File: src/rtl/wdog_pkg.sv
package wdog_pkg;
  typedef enum logic [1:0] {
    SEL_CTRL   = 2'd0,
    SEL_RELOAD = 2'd1,
    SEL_KICK   = 2'd2,
    SEL_COUNT  = 2'd3
  } reg_sel_e;

  localparam logic [7:0] KEY_FIRST  = 8'hAA;
  localparam logic [7:0] KEY_SECOND = 8'h55;
endpackage

File: src/rtl/wdog_prescaler.sv
module wdog_prescaler #(
  parameter int DIV = 4
) (
  input  logic clk,
  input  logic rst,
  input  logic clr_i,
  input  logic run_i,
  output logic tick_o
);
  localparam int PW = (DIV > 2) ? $clog2(DIV) : 1;
  localparam logic [PW-1:0] LAST = PW'(DIV - 1);

  logic [PW-1:0] phase_q;

  assign tick_o = run_i && !clr_i && (phase_q == LAST);

  always_ff @(posedge clk) begin
    if (rst || clr_i || !run_i) phase_q <= '0;
    else if (tick_o)            phase_q <= '0;
    else                        phase_q <= phase_q + 1'b1;
  end

  // ticks are never back to back
  a_r5_tick_spacing: assert property (@(posedge clk) disable iff (rst)
    tick_o |=> !tick_o);
endmodule

File: src/rtl/wdog_key_seq.sv
module wdog_key_seq
  import wdog_pkg::*;
(
  input  logic       clk,
  input  logic       rst,
  input  logic       access_i,
  input  logic       kick_wr_i,
  input  logic [7:0] byte_i,
  output logic       good_o,
  output logic       broken_o
);
  logic armed_q;

  assign good_o   = armed_q && kick_wr_i && (byte_i == KEY_SECOND);
  assign broken_o = armed_q && access_i && !good_o;

  always_ff @(posedge clk) begin
    if (rst)           armed_q <= 1'b0;
    else if (armed_q)  armed_q <= armed_q && !access_i;
    else               armed_q <= kick_wr_i && (byte_i == KEY_FIRST);
  end

  // a broken sequence always returns to the idle state
  a_r9_abort_idle: assert property (@(posedge clk) disable iff (rst)
    broken_o |=> !armed_q);
  // a completed sequence also returns to idle
  a_r4_done_idle: assert property (@(posedge clk) disable iff (rst)
    good_o |=> !armed_q);
endmodule

File: src/rtl/wdog_downcount.sv
module wdog_downcount #(
  parameter int               CNT_W   = 24,
  parameter logic [CNT_W-1:0] RST_VAL = '1
) (
  input  logic             clk,
  input  logic             rst,
  input  logic             load_i,
  input  logic [CNT_W-1:0] load_val_i,
  input  logic             tick_i,
  output logic [CNT_W-1:0] cnt_o,
  output logic             zero_hit_o
);
  localparam logic [CNT_W-1:0] ONE = CNT_W'(1);

  logic [CNT_W-1:0] cnt_q;

  assign cnt_o      = cnt_q;
  assign zero_hit_o = tick_i && !load_i && (cnt_q == ONE);

  always_ff @(posedge clk) begin
    if (rst)                             cnt_q <= RST_VAL;
    else if (load_i)                     cnt_q <= load_val_i;
    else if (tick_i && cnt_q != '0)      cnt_q <= cnt_q - 1'b1;
  end

  // without a load or tick the count does not move
  a_r5_hold_idle: assert property (@(posedge clk) disable iff (rst)
    (!load_i && !tick_i) |=> $stable(cnt_q));
endmodule

File: src/rtl/wdog_top.sv
module wdog_top
  import wdog_pkg::*;
#(
  parameter int               DATA_W     = 32,
  parameter int               ADDR_W     = 4,
  parameter int               CNT_W      = 24,
  parameter int               DIV        = 4,
  parameter logic [CNT_W-1:0] RELOAD_MIN = CNT_W'(8'hFF),
  parameter logic [CNT_W-1:0] RELOAD_RST = '1
) (
  input  logic              clk,
  input  logic              rst,
  input  logic              bus_wr,
  input  logic              bus_rd,
  input  logic [ADDR_W-1:0] bus_addr,
  input  logic [DATA_W-1:0] bus_wdata,
  output logic [DATA_W-1:0] bus_rdata,
  output logic              wdt_reset_o
);
  localparam int PAD_W = DATA_W - CNT_W;

  reg_sel_e         sel;
  logic             access, kick_wr;
  logic             en_q, rst_en_q, run_q, trip_q;
  logic [CNT_W-1:0] reload_q, cnt, wr_val;
  logic             good, broken, kick_ok, tick, zero_hit, fire;
  logic             unused_bits;

  assign sel         = reg_sel_e'(bus_addr[3:2]);
  assign access      = bus_wr || bus_rd;
  assign kick_wr     = bus_wr && (sel == SEL_KICK);
  assign wr_val      = bus_wdata[CNT_W-1:0];
  assign unused_bits = ^{bus_wdata[DATA_W-1:CNT_W], bus_addr[1:0]};

  wdog_key_seq u_key (
    .clk       (clk),
    .rst       (rst),
    .access_i  (access),
    .kick_wr_i (kick_wr),
    .byte_i    (bus_wdata[7:0]),
    .good_o    (good),
    .broken_o  (broken)
  );

  assign kick_ok = good && !trip_q;

  wdog_prescaler #(.DIV(DIV)) u_pre (
    .clk    (clk),
    .rst    (rst),
    .clr_i  (kick_ok),
    .run_i  (run_q && !trip_q),
    .tick_o (tick)
  );

  wdog_downcount #(.CNT_W(CNT_W), .RST_VAL(RELOAD_RST)) u_cnt (
    .clk        (clk),
    .rst        (rst),
    .load_i     (kick_ok),
    .load_val_i (reload_q),
    .tick_i     (tick),
    .cnt_o      (cnt),
    .zero_hit_o (zero_hit)
  );

  assign fire = !trip_q && run_q && rst_en_q && (zero_hit || broken);

  always_ff @(posedge clk) begin
    if (rst) begin
      en_q        <= 1'b0;
      rst_en_q    <= 1'b0;
      run_q       <= 1'b0;
      trip_q      <= 1'b0;
      reload_q    <= RELOAD_RST;
      wdt_reset_o <= 1'b0;
    end else begin
      if (bus_wr && sel == SEL_CTRL) begin
        en_q     <= bus_wdata[0] || (run_q && en_q);
        rst_en_q <= bus_wdata[1] || (run_q && rst_en_q);
      end
      if (bus_wr && sel == SEL_RELOAD)
        reload_q <= (wr_val < RELOAD_MIN) ? RELOAD_MIN : wr_val;
      if (kick_ok && en_q) run_q <= 1'b1;
      if (fire)            trip_q <= 1'b1;
      wdt_reset_o <= fire;
    end
  end

  always_ff @(posedge clk) begin
    if (rst) bus_rdata <= '0;
    else if (bus_rd) begin
      case (sel)
        SEL_CTRL:   bus_rdata <= DATA_W'({rst_en_q, en_q});
        SEL_RELOAD: bus_rdata <= {{PAD_W{1'b0}}, reload_q};
        SEL_COUNT:  bus_rdata <= {{PAD_W{1'b0}}, cnt};
        default:    bus_rdata <= '0;
      endcase
    end
  end

  // request lasts a single cycle
  a_r6_one_cycle: assert property (@(posedge clk) disable iff (rst)
    wdt_reset_o |=> !wdt_reset_o);
  // counter frozen after a request
  a_r6_frozen: assert property (@(posedge clk) disable iff (rst)
    trip_q |=> $stable(cnt));
  // control bits cannot be cleared once started
  a_r7_en_lock: assert property (@(posedge clk) disable iff (rst)
    (run_q && en_q) |=> en_q);
  a_r7_rsten_lock: assert property (@(posedge clk) disable iff (rst)
    (run_q && rst_en_q) |=> rst_en_q);
  // stored reload never under the floor
  a_r2_floor: assert property (@(posedge clk) disable iff (rst)
    reload_q >= RELOAD_MIN);
  // no request unless started with reset-enable
  a_r10_gated: assert property (@(posedge clk) disable iff (rst)
    wdt_reset_o |-> (run_q && rst_en_q));
endmodule

File: config.mk
export PLATFORM = sky130hd
export DESIGN_NAME = wdog_top
export DESIGN_NICKNAME = d
export VERILOG_FILES = /design/src/rtl/wdog_pkg.sv /design/src/rtl/wdog_prescaler.sv /design/src/rtl/wdog_key_seq.sv /design/src/rtl/wdog_downcount.sv /design/src/rtl/wdog_top.sv
export SDC_FILE = /design/constraint.sdc
export NUM_CORES = 1
export LEC_CHECK = 0
export ABC_AREA = 1
export BUFFER_PORTS_ARGS = -buffer_cell sky130_fd_sc_hd__buf_4
export CORE_AREA = 2 2 110 112
export DETAILED_ROUTE_END_ITERATION = 10
export DIE_AREA = 0 0 112 114
export RECOVER_POWER = 100
export SYNTH_ARGS = -nofsm -noshare
export SYNTH_HDL_FRONTEND = slang
export SYNTH_HIERARCHICAL = 1
export SYNTH_SLANG_ARGS = --single-unit
File: constraint.sdc
create_clock -name clk -period 2.5 [get_ports clk]
set_input_delay 0.5 -clock clk [delete_from_list [all_inputs] [get_ports clk]]
set_output_delay 0.5 -clock clk [all_outputs]
set_load 0.01 [all_outputs]
==> reports/summary.md <==
The final max-slew violation count was 0; the number of maximum-capacitance constraint violations was 0. For this block, the routed nets add up to 12000 um of wire. The die width is 112 um. The repair_antennas step left the layout with diodes totalling 0. The parity-gate share of the synthesized area counting xor and xnor cells is 0.00957, and the post-synthesis area per instance is 6.82 um2. The tools report the HPWL after detailed placement as 8470 um. The hold path depth came out at 3. Counting instances in the post-synthesis netlist gives the leading cell types as 191 x sky130_fd_sc_hd__nand2_1, 84 x sky130_fd_sc_hd__nand3_1, 80 x sky130_fd_sc_hd__dfxtp_1. The tools report the number of warnings printed during yosys synthesis as 6. The final setup TNS is 0 ps.

The logs give 4.18 ps for the final clock skew and 852 for the number of cells after detailed placement. The worst setup path is launched from a primary input. In this run the worst path has a maximum fanout of 15.

The area fraction in compound gates after synthesis was 0.108. The number of antenna violations at the first check in global routing is 0. Yosys instantiated no cell more often than sky130_fd_sc_hd__nand2_1.

The path with the worst hold slack has its endpoint at reload_q[15]$_SDFFE_PP1P_. The first routing iteration left 260 violations. The finished layout holds 867 standard cells, fillers aside.

After synthesis, the cell types taking the most area are sky130_fd_sc_hd__dfxtp_1 35%, sky130_fd_sc_hd__nand2_1 16%, sky130_fd_sc_hd__nand3_1 9.2%. During I/O placement, the number of pins put on the boundary was 73. At the end of routability-driven placement, the weighted congestion stood at 0.824. The most critical setup path has its startpoint at bus_addr[3]. The proportion of layout cells with a drive suffix above 1 was 0.129. The maximum level of the CTS H-tree is 3, and the clock latency on the worst-skew pair is 330 ps. Largest area contributor in the netlist: sky130_fd_sc_hd__dfxtp_1. The run finished with clean final reports.

Number of global-route vias before repair: 4076. The tools report the count of hold-fix buffers inserted at cts as 0. The worst register-to-register path begins at u_key/armed_q$_SDFF_PP0_.

TritonCTS built the clock tree. The fraction of the mapped netlist area in adder cells was 0.0109; the slack of the worst reg-to-reg path was 560 ps. The worst endpoint required time is 2770 ps. For this run, design rule violations remaining after detail routing come to 0. Setup violations remaining at the end of the flow were counted as 0. The tools report the worst vdd rail ir drop as 0.323 mV. The source of the worst hold timing path is bus_wdata[15]. The clock transition at the registers of the reported paths came out at 60 ps. The tree is rooted in a sky130_fd_sc_hd__clkbuf_16.

The worst setup path is of the in2reg kind. The number of cells on the worst reg-to-reg path is 9. The proportion of synthesized chip area in sequential cells is 0.350, and the static leakage is 2.38 nW. The synthesized design contains 80 register bits. The number of inserted filler cells in the final layout is 1252. The global-route usage over all layers came out at 0.193.

After global routing the overflow that remains totals 0. Number of nets at the end of the flow: 760. The tools report the data arrival time at the worst-slack endpoint as 2480 ps. The number of clock buffers added by TritonCTS is 9.

For the pin with the worst max-slew slack, the measured transition is 835 ps. The initial core utilization was 0.391. Utilization of the core after routing: 0.443.

The path class of the tightest hold or removal check is in2reg. The multiplexer fraction of the synthesized cell area is 0, and the residual antenna-violating net count after detailed routing is 0. The via-per-instance ratio came out at 5.05.

The post-synthesis simple-gate area fraction came out at 0.410. The proportion of register bits with asynchronous set or reset after synthesis is 0. The area share of the largest cell type after synthesis is 0.350, and the quantity of I/O buffers inserted on ports is 54. The synthesized area was 4580 um2.

The count of cells resized by post-cts repair was 0. The number of synthesized flops with an enable pin is 0, and the global-route wire length before repair is 19900 um. The first detailed-routing pass ran for 5 iterations. The worst setup path is captured at a flop.

The worst slew margin relative to its limit is 0.443. Setup repair after global routing left no endpoint under its margin. The highest clock rate was 0.453 GHz; the number of buffers on the longest clock path was 2. The final routed wire length divided by cell count is 13.8 um. After synthesis, the largest family of logic cells by area is simple AND/OR/NAND/NOR gates. The floorplan step defined a die boundary enclosing 12800 um2. The clock drives 80 sinks.

For this run, the leading register cell type out of synthesis is sky130_fd_sc_hd__dfxtp_1. Power spread over the standard cell area amounts to 601 nW/um2. The die boundary height is 114 um.

In this run, distinct cell masters in the synthesized netlist total 38. The number of rows in the core area is 40, and the pin count of the biggest net entering global routing is 45. Relative to the synthesized area, the layout overhead comes to 13.4%. The final critical-path share of the clock period came out at 0.882. The end of the worst register-to-register path was u_cnt/cnt_o[2]$_SDFFE_PP1P_. The smallest clock period supported by the final layout is computed as 2210 ps. The tools report the area of the core as 11700 um2.

In the synthesized netlist, the number of instances is 671. The routed via count is 4378, and the number of setup buffers added after CTS is 0. Total count of hold-check failures in the final report: 0.
==> sequential cells by signal (all words and copies together) (netlist names) <==
register and flops:
trip_q 1, wdt_reset_o 1, en_q 1, reload_q 24, u_cnt/cnt_o 24, u_pre/phase_q 2, bus_rdata 24, rst_en_q 1
u_key/armed_q 1, run_q 1
==> where the power goes <==
part | switching [mW] | internal, mW | leakage, nW | total [mW]
logic | 0.176 | 0.101 | 1.55 | 0.277
clock network | 0.505 | 0.978 | 0.168 | 1.48
registers | 0.0307 | 1.33 | 0.655 | 1.36
==> layout make-up <==
cell class / instances / area [um2] / area share
Clock buffer: 13 / 280 / 0.0540
Clock inverter: 2 / 60.1 / 0.0116
Inverter: 71 / 267 / 0.0514
Multi-Input combinational cell: 491 / 2410 / 0.464
Sequential cell: 80 / 1600 / 0.309
Tap cell: 147 / 184 / 0.0354
Timing Repair Buffer: 63 / 388 / 0.0748
==> worst max-delay path, cell delays in order <==
cell and delay, ps:
sky130_fd_sc_hd__buf_4 90, sky130_fd_sc_hd__inv_1 50, sky130_fd_sc_hd__nor3_1 260, sky130_fd_sc_hd__nand2_1 150, sky130_fd_sc_hd__nor3b_2 280, sky130_fd_sc_hd__inv_1 80, sky130_fd_sc_hd__nor2_1 260, sky130_fd_sc_hd__clkinv_1 190
sky130_fd_sc_hd__buf_4 230, sky130_fd_sc_hd__nand2_1 210, sky130_fd_sc_hd__nand2_1 80, sky130_fd_sc_hd__nand3_1 80
==> metrics by stage <==
stage | hold slack (ps) | cell area [um2] | worst slack (ps) | total power, mW
final | 382 | 5190 | 294 | 3.12
after global placement | 404 | 5030 | 111 | 1.69
after floorplan | 397 | 4600 | 167 | 1.57
after global routing | 383 | 5190 | 115 | 3.25
after CTS | 376 | 5370 | 402 | 3.19
after detailed placement | 414 | 5030 | 58.4 | 1.69
==> metal layers <==
metal | vias up | track usage | wire, um
li1 | 2227 | - | -
met1 | 2030 | 0.263 | 5680
met2 | 104 | 0.309 | 5490
met3 | 17 | 0.0345 | 529
met4 | 0 | 0.0667 | 260
met5 | - | 0 | 0
==> cells by family after synthesis <==
kind of cell / count (synthesis)
simple gates: 396
buf+inv: 107
flops: 80
compound gates: 78
xor+xnor: 5
fa+ha+maj: 4
other cells: 1
==> cells in the final DEF, fill, tap and decap left out, types with 13 or more instances in the layout <==
master and instances:
sky130_fd_sc_hd__nand2_1 196, sky130_fd_sc_hd__nand3_1 89, sky130_fd_sc_hd__dfxtp_1 80, sky130_fd_sc_hd__inv_1 67, sky130_fd_sc_hd__nor2_1 65, sky130_fd_sc_hd__buf_4 36, sky130_fd_sc_hd__a21oi_1 33, sky130_fd_sc_hd__clkbuf_1 26
sky130_fd_sc_hd__o211ai_1 23, sky130_fd_sc_hd__o21ai_0 13
==> worst max-delay path by stage <==
| stage | endpoint | slack [ps] | cells past startpoint |
|---|---|---|---|
| after detailed placement | u_cnt/cnt_o[2]$_SDFFE_PP1P_ | 60 | 12 |
| after floorplan | trip_q$_SDFFE_PP0P_ | 170 | 13 |
| final | u_cnt/cnt_o[2]$_SDFFE_PP1P_ | 290 | 12 |
| after CTS | u_cnt/cnt_o[2]$_SDFFE_PP1P_ | 400 | 12 |
| after global routing | u_cnt/cnt_o[2]$_SDFFE_PP1P_ | 110 | 11 |
| after global placement | u_cnt/cnt_o[3]$_SDFFE_PP1P_ | 110 | 12 |
(Power assumes the default switching activity.)
